## config.mk

```make
export PLATFORM = sky130hd
export DESIGN_NAME = keychk_crc8
export DESIGN_NICKNAME = d
export VERILOG_FILES = /design/src/rtl/keychk_pkg.sv /design/src/rtl/keychk_mask.sv /design/src/rtl/keychk_step.sv /design/src/rtl/keychk_crc8.sv
export SDC_FILE = /design/constraint.sdc
export NUM_CORES = 1
export LEC_CHECK = 0
export BUFFER_PORTS_ARGS = -buffer_cell sky130_fd_sc_hd__buf_2
export CAP_MARGIN = 15
export CORE_ASPECT_RATIO = 0.5
export CORE_MARGIN = 2
export CORE_UTILIZATION = 40
export DETAILED_ROUTE_END_ITERATION = 8
export GPL_TIMING_DRIVEN = 0
export PLACE_DENSITY_LB_ADDON = 0.08
export SYNTH_ARGS = -nofsm -noshare
export SYNTH_HDL_FRONTEND = slang
export SYNTH_SLANG_ARGS = --single-unit
```

## constraint.sdc

```tcl
create_clock -name clk -period 5.8 [get_ports clk]
set_input_delay 0.29 -clock clk [delete_from_list [all_inputs] [get_ports clk]]
set_output_delay 0.29 -clock clk [all_outputs]
set_load 0.02 [all_outputs]
```

## src/rtl/keychk_pkg.sv

```systemverilog
package keychk_pkg;
    localparam int WORD_W  = 32;
    localparam int N_WORDS = 4;
    localparam int CRC_W   = 8;
    localparam int KEY_W   = WORD_W * N_WORDS;
    localparam int WIDX_W  = $clog2(N_WORDS);
    localparam int BITC_W  = $clog2(WORD_W);
    localparam int RUN_CYC = N_WORDS * (WORD_W + 1);

    localparam logic [CRC_W-1:0]  POLY    = 8'h07;
    localparam logic [CRC_W-1:0]  XOR_OUT = 8'h55;
    localparam logic [WORD_W-1:0] SEED0   = 32'hAA55AA55;
    // strobe byte per word index; entry 0 unused (word 0 uses SEED0)
    localparam logic [N_WORDS*CRC_W-1:0] STROBES = {8'hC0, 8'h18, 8'h03, 8'h00};

    typedef enum logic [1:0] {
        ST_IDLE  = 2'd0,
        ST_LOAD  = 2'd1,
        ST_SHIFT = 2'd2
    } kstate_e;

    typedef struct packed {
        kstate_e             st;
        logic [WIDX_W-1:0]   widx;
        logic [BITC_W-1:0]   bitc;
        logic [WORD_W-1:0]   shreg;
        logic [CRC_W-1:0]    crc;
        logic [CRC_W-1:0]    prev;
        logic [CRC_W-1:0]    res;
        logic                match;
        logic                done;
    } kregs_t;
endpackage

```

## src/rtl/keychk_mask.sv

```systemverilog
module keychk_mask
    import keychk_pkg::*;
(
    input  logic [WIDX_W-1:0] widx_i,
    input  logic [WORD_W-1:0] word_i,
    input  logic [CRC_W-1:0]  prev_i,
    output logic [WORD_W-1:0] masked_o
);
    logic [CRC_W-1:0] strobe;

    always_comb begin
        strobe = STROBES[widx_i*CRC_W +: CRC_W];
        if (widx_i == '0) begin
            masked_o = word_i ^ SEED0;
        end else begin
            masked_o = word_i ^ {strobe, prev_i, strobe, prev_i};
        end
    end
endmodule

```

## src/rtl/keychk_step.sv

```systemverilog
module keychk_step
    import keychk_pkg::*;
(
    input  logic [CRC_W-1:0] crc_i,
    input  logic             bit_i,
    output logic [CRC_W-1:0] crc_o
);
    logic fb;

    always_comb begin
        fb    = crc_i[CRC_W-1] ^ bit_i;
        crc_o = {crc_i[CRC_W-2:0], 1'b0} ^ (fb ? POLY : '0);
    end
endmodule

```

## src/rtl/keychk_crc8.sv

```systemverilog
module keychk_crc8
    import keychk_pkg::*;
(
    input  logic             clk,
    input  logic             rst,
    input  logic             start_i,
    input  logic [KEY_W-1:0] key_i,
    input  logic [CRC_W-1:0] expected_i,
    output logic             busy_o,
    output logic             done_o,
    output logic [CRC_W-1:0] crc_o,
    output logic             match_o
);
    kregs_t q, d;

    logic [WORD_W-1:0] cur_word;
    logic [WORD_W-1:0] masked;
    logic [CRC_W-1:0]  step_out;
    logic [CRC_W-1:0]  word_res;

    assign cur_word = key_i[q.widx*WORD_W +: WORD_W];

    keychk_mask u_mask (
        .widx_i   (q.widx),
        .word_i   (cur_word),
        .prev_i   (q.prev),
        .masked_o (masked)
    );

    keychk_step u_step (
        .crc_i (q.crc),
        .bit_i (q.shreg[WORD_W-1]),
        .crc_o (step_out)
    );

    always_comb begin
        d        = q;
        d.done   = 1'b0;
        word_res = step_out ^ XOR_OUT;
        case (q.st)
            ST_IDLE: begin
                if (start_i) begin
                    d.st    = ST_LOAD;
                    d.widx  = '0;
                    d.res   = '0;
                    d.match = 1'b0;
                    d.prev  = '0;
                end
            end
            ST_LOAD: begin
                d.shreg = masked;
                d.crc   = '0;
                d.bitc  = '0;
                d.st    = ST_SHIFT;
            end
            ST_SHIFT: begin
                d.crc   = step_out;
                d.shreg = {q.shreg[WORD_W-2:0], 1'b0};
                d.bitc  = q.bitc + 1'b1;
                if (q.bitc == BITC_W'(WORD_W - 1)) begin
                    d.crc  = word_res;
                    d.prev = word_res;
                    if (q.widx == WIDX_W'(N_WORDS - 1)) begin
                        d.st    = ST_IDLE;
                        d.res   = word_res;
                        d.match = (word_res == expected_i);
                        d.done  = 1'b1;
                    end else begin
                        d.widx = q.widx + 1'b1;
                        d.st   = ST_LOAD;
                    end
                end
            end
            default: d.st = ST_IDLE;
        endcase
    end

    always_ff @(posedge clk) begin
        if (rst) begin
            q <= '0;
        end else begin
            q <= d;
        end
    end

    assign busy_o  = (q.st != ST_IDLE);
    assign done_o  = q.done;
    assign crc_o   = q.res;
    assign match_o = q.match;
endmodule

```

Yosys cells after proc, flatten, opt, wreduce, memory -nomap -nowiden
Cells that the tools add are included.

Logic and storage cells: 52. Output and inout bits: 11. Input bits: 139. Register bits: 67.

Bitwise gates (word level): 7. Mux-type cells: 13. Reduce and logical (&&, ||, !) cells: 10. Shift operators: 2. Eq/ne operators: 9. Add/sub/neg operators: 2.

Operators by type and width (number): indexed part select 128 x 8 -> 32 bit (1); case mux 45 bit (2 select lines) (1); case mux 17 bit (2 select lines) (1); two-way mux 32 bit (1); indexed part select 32 x 6 -> 8 bit (first input constant) (1); bitwise XOR 32 bit (1); two-way mux 25 bit (1); two-way mux 17 bit (1); inverter 16 bit (1); two-way mux 10 bit (1); == test 8 bit (1); two-way mux 4 bit (2); inequality test 2 bit (second input constant) (4); AND reduction 4 bit (2); bitwise XOR 8 x 3 -> 8 bit (1); case mux 2 bit (3 select lines) (1); nonzero test 2 bit (3); adder 5 x 1 -> 5 bit (second input constant) (1); == test 5 bit (second input constant) (1); == test 2 bit (second input constant) (2); logical NOT 2 bit (2); inverter 4 bit (1); case mux 2 bit (2 select lines) (1); two-way mux 3 bit (1); 9 further kinds (10).

Logic depth before layout (Yosys ltp)
Gate-level depths: netlist (run 1).

Depth after elaboration: 8. Gate-level depth with buffers: 9. Mapped depth without buffers: 7.

Modules after synthesis
Synthesis (run 1) repeated with hierarchy kept, for this count alone.

Cells, all modules: 429. Area, all modules: 4429.2 µm².

Modules (own cells, without submodules): keychk_crc8 (instances 1, cells an instance 373, area each 3948.8 µm², sequential area each 1341.3 µm²); keychk_mask (instances 1, cells an instance 47, area each 379.1 µm², sequential area each 0.0 µm²); keychk_step (instances 1, cells an instance 9, area each 101.3 µm², sequential area each 0.0 µm²).

Worst setup path after synthesis (run 1)
No wires, ideal clock.

Kind: reg-to-reg. Start point: register q[63] in the netlist's numbering. End point: register q[42] in the netlist's numbering. Buffers on the path: 3. Clock period less this slack: 1.880 ns. Library setup time: 0.139 ns. Data required time: 5.661 ns. Path slack: 3.920 ns. Cell stages (with the launch flop): 10. Data arrival time: 1.740 ns. Cell sequence: dfxtp_1 -> buf_6 -> buf_4 -> inv_1 -> ha_1 -> clkbuf_1 -> nor2_1 -> nor3_1 -> a221oi_1 -> a211oi_1.

Longest elaborated chain between the ends: 4. Elaborated cells between the ends (all ways): 6. Those cells by class: 1 x shift; 2 x mux; 2 x bitwise; 1 x reduce/logical.

RTL lines: start, declared (RTL line keychk_crc8.sv:14) `kregs_t q, d;`; start signal, assigned (RTL line keychk_crc8.sv:80) `q <= '0;`; start signal, assigned (RTL line keychk_crc8.sv:82) `q <= d;`; indexed part select 128 x 8 -> 32 bit (RTL line keychk_crc8.sv:21) `assign cur_word = key_i[q.widx*WORD_W +: WORD_W];`; bitwise XOR 32 bit or inverter 16 bit (tied branches); two-way mux 32 bit (*) (RTL line keychk_mask.sv:13) `if (widx_i == '0) begin`; case mux 45 bit (2 select lines) (*) (RTL line keychk_crc8.sv:40) `case (q.st)`.

Mark *: on every way between the ends. The rest lies on a longest branch, timed or not. A chain may end at the register's enable or synchronous reset.

Worst setup path after layout (run 1)
Start point: register q[64] in the netlist's numbering. End point: register q[33] in the netlist's numbering.

Longest elaborated chain between the ends: 4. Elaborated cells between the ends (all ways): 5. Those cells by class: 1 x shift; 2 x mux; 1 x bitwise; 1 x reduce/logical.

RTL lines: indexed part select 128 x 8 -> 32 bit (RTL line keychk_crc8.sv:21); bitwise XOR 32 bit (RTL line keychk_mask.sv:16) `masked_o = word_i ^ {strobe, prev_i, strobe, prev_i};`; two-way mux 32 bit (*) (RTL line keychk_mask.sv:13); case mux 45 bit (2 select lines) (*) (RTL line keychk_crc8.sv:40).

Marks and branches as above.

==> impl_metrics.py, run 1 <==
metrics = {
    "global_routing": {
        "grt_pass1_wl_mm": 20.38,
        "antenna_found_initial": 0,
        "grt.total_usage": 0.2359,
        "gr-total-overflow": 0,
        "grt_max_degree": 13,
        "grt_pass1_vias": 3843,
    },
    "synth": {
        "ys_warn_count": 0,
        "syn_inst": 442,
        "synth_top_family_by_area": "multiplexers",
        "yosysUniqueCellTypes": 40,
        "synth-simple-area-share": 0.1528,
        "synth_nets": 595,
        "synth_area_um2": 4160,
        "synthMuxAreaShare": 0.2135,
        "synth_adder_area_share": 0.04211,
        "seq_area_frac_synth": 0.3224,
        "avgSynthCellArea_um2": 9.412,
        "synth.ff_latch_count": 67,
        "synth-xor-area-share": 0.05684,
        "synth-compound-area-share": 0.1498,
    },
    "worst_setup_path": {
        "critical_path_arrival_ns": 2.67,
        "crit_type": "register to register",
        "cpLargestDelayFamily": "buffers and inverters",
        "path_buf_inv": 4,
        "cp_max_fo": 10,
        "crit_path_frequent_cell": "buf_2",
        "cpMaxStageDelayCell": "dfxtp_1",
        "end_kind": "register",
        "cp_data_required_time_ns": 6.07,
        "cp-start-kind": "register",
        "slowest_delay_ns": 0.37,
        "path_cells": "buf_2 -> buf_2 -> inv_1 -> ha_1 -> clkbuf_1 -> nor2b_1 -> xor2_1 -> mux2i_1 -> o21ai_0",
    },
    "final_layout": {
        "n_antenna_cell": 0,
        "final_cell_mix": "buf_2 (154), dfxtp_1 (67), nor2_1 (50)",
        "layout-drive-gt1-share": 0.3537,
        "area_delta_synth_final_pct": 30.74,
        "nets": 754,
        "final_common_cell": "buf_2",
    },
    "pwr": {
        "leakage_nw": 2.367,
        "ir_worst_vdd_mv": 0.1462,
        "powerDensity_nw_per_um2": 337.6,
    },
    "timing": {
        "report.final.hold_viol_count": 0,
        "post-route-period-util": 0.4145,
        "rsz0062_at_grt": "no",
        "final_max_slew_viol_count": 0,
        "min_period_ns": 2.404,
        "setup_viol": 0,
        "tightest_slew_ns": 0.9084,
        "setup_tns_ns": 0,
        "max_freq_mhz": 415.9,
        "slew_headroom": 0.3901,
        "fin_hold_ws_ns": 0.2840,
        "finClkSkew_ns": 0.008546,
    },
    "routing": {
        "wl_per_cell_um": 17.31,
        "avgViaCountPerCell": 5.340,
        "dr.pass1.iters": 5,
        "postRouteAntennaNets": 0,
        "remaining_drc_errors": 0,
        "drt-initial-drc-count": 240,
        "via_count": 3978,
        "finalWirelength_mm": 12.89,
    },
    "die": {
        "io-pin-count": 150,
        "dieArea_um2": 11280,
        "core_um2": 10150,
        "fp.dieW_um": 148.2,
        "fp.dieH_um": 76.12,
        "start_util": 0.4099,
        "core.rowCount": 26,
    },
    "clocking": {
        "clk_path_buf_depth": 2,
        "clk_pin_slew_ns": 0.06,
        "clkLatencyLatePin_ns": 0.34,
        "cts_resized": 0,
        "clock-sinks": 67,
        "cts_tree": "done",
        "cts_setup_buffers": 0,
        "cts_made_buffers": 9,
        "htreeDepth": 3,
        "cts-root-buf": "clkbuf_16",
        "postCtsHoldBufs": 0,
    },
    "run": {
        "cap_violations": 0,
    },
    "run_status": {
        "status": "complete, no violations",
    },
    "placed_design": {
        "dp_hpwl_mm": 9.721,
        "gp_congestion": 0.8592,
        "io_buffers": 148,
    },
    "min_path": {
        "hp-class": "primary input to register",
    },
}
cell families (layout without fill, tap and decap cells):
group | count (synthesis) | in the layout
muxes | 48 | 48
DFF | 67 | 67
adders and majority gates | 14 | 14
xor gates and xnor gates | 27 | 27
AOI/OAI and AO/OA | 92 | 92
and+or+nand+nor | 143 | 143
buffers and inverters | 51 | 214
flip-flops by register name (all words and copies together) (netlist names):
signal / count
done_o: 1
q: 57
match_o: 1
crc_o: 8
metal layers:
layer  wire length, µm  track usage  up-vias
li1                  -            -     1923
met1              6105       0.3301     1904
met2              5783       0.3690      139
met3               878      0.06108       12
met4               124      0.05143        0
met5                 0            0        -
worst min-delay path, stage by stage:
cell and delay, ns:
buf_2 0.08, nor3_1 0.04, nor2_1 0.10, o31ai_1 0.07
final cells by class:
| type | instances | area (µm²) |
|---|---|---|
| plain buffers | 40 | 219.0 |
| inverters | 11 | 41.29 |
| clock inverters | 6 | 137.6 |
| repair buffers | 148 | 740.7 |
| clock buffers | 9 | 225.2 |
| multi-input cells | 324 | 2559 |
| fillers | 972 | 4711 |
| well taps | 140 | 175.2 |
| flip-flops and latches | 67 | 1341 |
cells in the mapped netlist (all sizes together):
master,instances,share of area
mux2i,16,0.038
o2111ai,1,0.0021
o21a,1,0.0018
a41oi,6,0.016
nor4,1,0.0015
nand3,11,0.013
a32oi,1,0.0021
and3,3,0.0045
mux4,32,0.18
a211oi,7,0.013
o211ai,1,0.0018
ha,14,0.042
nand2b,4,0.0060
a22oi,16,0.029
xor2,21,0.044
dfxtp,67,0.32
o31ai,1,0.0018
nor2b,8,0.012
inv,11,0.0099
a21oi,21,0.025
nor2,50,0.045
or3,7,0.011
o21bai,6,0.011
nand2,41,0.037
clkbuf,20,0.018
a221oi,7,0.015
nor3,16,0.019
o21ai,21,0.025
a311oi,3,0.0063
nor3b,1,0.0018
buf,20,0.035
nand3b,1,0.0018
xnor2,6,0.013
per-stage QoR:
| step | power [W] | instance area [µm²] | std cells | setup slack [ns] | utilization |
|---|---|---|---|---|---|
| floorplan | 0.0009604 | 4160 | 442 | 3.920 | - |
| global placement | 0.001158 | 5076 | 730 | 3.480 | 0.5001 |
| detailed placement | 0.001161 | 5076 | 730 | 3.423 | 0.5001 |
| CTS | 0.001843 | 5439 | 745 | 3.385 | 0.5359 |
| global route | 0.001932 | 5439 | 745 | 3.182 | 0.5359 |
| finish | 0.001836 | 5439 | 745 | 3.396 | 0.5359 |
final timing paths:
path                       from      end  slack, ns  cells past startpoint
setup / recovery          q[64]    q[33]       3.40                      9
hold / removal    expected_i[0]  match_o       0.28                      4
setup reg to reg          q[64]    q[33]       3.40                      9
hold reg to reg           q[55]    q[55]       0.45                      2
report_power, final:
part,switching [W],internal [W]
combinational,0.000346,0.000194
sequential,0.0000576,0.000557
clock,0.000218,0.000463
total,0.000622,0.00121
Power figures use the tool's default switching activity.
==> run 2, diff against run 1 <==
clock period = 2.27 ns   (was 5.8 ns; I/O delays follow)
==> impl_metrics.py, run 2 (same netlist as run 1, synthesis figures left out) <==
metrics = {
    "run_status": {
        "status": "complete, no violations",
    },
    "pwr": {
        "powerDensity_nw_per_um2": 864.7,
        "total_power_w": 0.004746,
        "leakage_nw": 2.404,
        "ir_worst_vdd_mv": 0.3703,
    },
    "clocking": {
        "clock-sinks": 67,
        "cts_made_buffers": 9,
        "postCtsHoldBufs": 0,
        "clk_path_buf_depth": 2,
        "clk_pin_slew_ns": 0.06,
        "htreeDepth": 3,
        "cts-root-buf": "clkbuf_16",
        "clkLatencyLatePin_ns": 0.34,
        "cts_tree": "done",
    },
    "final_layout": {
        "nets": 754,
        "seqCellArea_um2": 1341,
        "final_cell_mix": "buf_2 (154), dfxtp_1 (67), nor2_1 (49)",
        "n_fill_cell": 973,
        "layout-drive-gt1-share": 0.3785,
        "fin_area_um2": 5489,
        "top_register": "q",
        "n_antenna_cell": 0,
        "multi_input_area_um2": 2596,
        "area_delta_synth_final_pct": 31.94,
        "largest_register_ffs": 57,
        "final_common_cell": "buf_2",
    },
    "worst_setup_path": {
        "cp_max_fo": 10,
        "cp-start-kind": "register",
        "cp_data_required_time_ns": 2.47,
        "crit_type": "register to register",
        "critical_path_arrival_ns": 2.36,
        "end_kind": "register",
    },
    "timing": {
        "worst_slack_ns": 0.1083,
        "post-route-period-util": 0.9523,
        "tightest_slew_ns": 0.9064,
        "setup_viol": 0,
        "slew_headroom": 0.3914,
        "final_max_slew_viol_count": 0,
        "max_freq_mhz": 462.6,
        "min_period_ns": 2.162,
        "rsz0062_at_grt": "no",
        "report.final.hold_viol_count": 0,
        "finClkSkew_ns": 0.007967,
        "fin_hold_ws_ns": 0.1079,
    },
    "die": {
        "fp.dieH_um": 76.12,
        "start_util": 0.4099,
        "fp.dieW_um": 148.2,
        "io-pin-count": 150,
        "core.rowCount": 26,
        "dieArea_um2": 11280,
        "core_um2": 10150,
    },
    "routing": {
        "postRouteAntennaNets": 0,
        "drt-initial-drc-count": 234,
        "avgViaCountPerCell": 5.364,
        "via_count": 3996,
        "dr.pass1.iters": 5,
        "remaining_drc_errors": 0,
        "finalWirelength_mm": 12.89,
        "wl_per_cell_um": 17.30,
    },
    "global_routing": {
        "gr-total-overflow": 0,
        "grt.total_usage": 0.2357,
        "antenna_found_initial": 0,
        "grt_max_degree": 13,
        "grt_pass1_wl_mm": 20.36,
        "grt_pass1_vias": 3850,
    },
    "placed_design": {
        "placed_area_um2": 5076,
        "gp_congestion": 0.8592,
        "pre_cts_slack_ns": -0.1071,
        "io_buffers": 148,
        "dp_hpwl_mm": 9.721,
    },
    "min_path": {
        "hp-class": "primary input to register",
    },
    "run": {
        "cap_violations": 0,
    },
}
## run 2: power breakdown
part / switching [W] / internal (W) / leakage (nW)
Sequential: 0.000149 / 0.00142 / 0.545
Combinational: 0.000909 / 0.000526 / 1.68
Clock: 0.000556 / 0.00118 / 0.176
## run 2: worst max-delay path, stage by stage (launching register included)
cell and delay [ns]:
dfxtp_1 0.37, buf_2 0.20, clkbuf_1 0.62, mux4_2 0.43, xor2_1 0.18, mux2i_1 0.13, o21ai_0 0.09
## run 2: path summary, 6_finish.rpt
check,start,endpoint,slack [ns],depth (start not counted)
max,q[64],q[45],0.11,6
min,expected_i[0],match_o,0.11,4
min reg2reg,q[55],q[55],0.45,2
max reg2reg,q[64],q[45],0.11,6
## run 2: final cells by class
cell class              count  area share
plain buffers              39     0.04080
clock buffers               9     0.04103
clock inverters             6     0.02507
inverters                  11    0.007522
multi-input cells         324      0.4730
flip-flops and latches     67      0.2444
well taps                 140     0.03191
repair buffers            149      0.1363
## run 2: per-layer routing
layer  track usage  part of all wire  vias to the layer above
li1              -                 -                     1924
met1        0.3304              0.47                     1898
met3       0.06108             0.072                       14
met2        0.3667              0.45                      160
met4       0.05429             0.012                        0
met5             0                 0                        -
## run 2: through the flow
stage	instances	setup TNS, ns	util
after floorplan	442	0	-
after global placement	730	-0.3417	0.5001
after detailed placement	730	-0.5809	0.5001
after CTS	745	0	0.5370
after global routing	745	0	0.5408
final	745	0	0.5408
## run 2: what timing repair did
action	4_1_cts	5_1_grt
buffers inserted	0	1
setup endpoints to repair	22	49
endpoints found under the hold margin	0	0
resized for setup	6	15
pin swaps	0	1
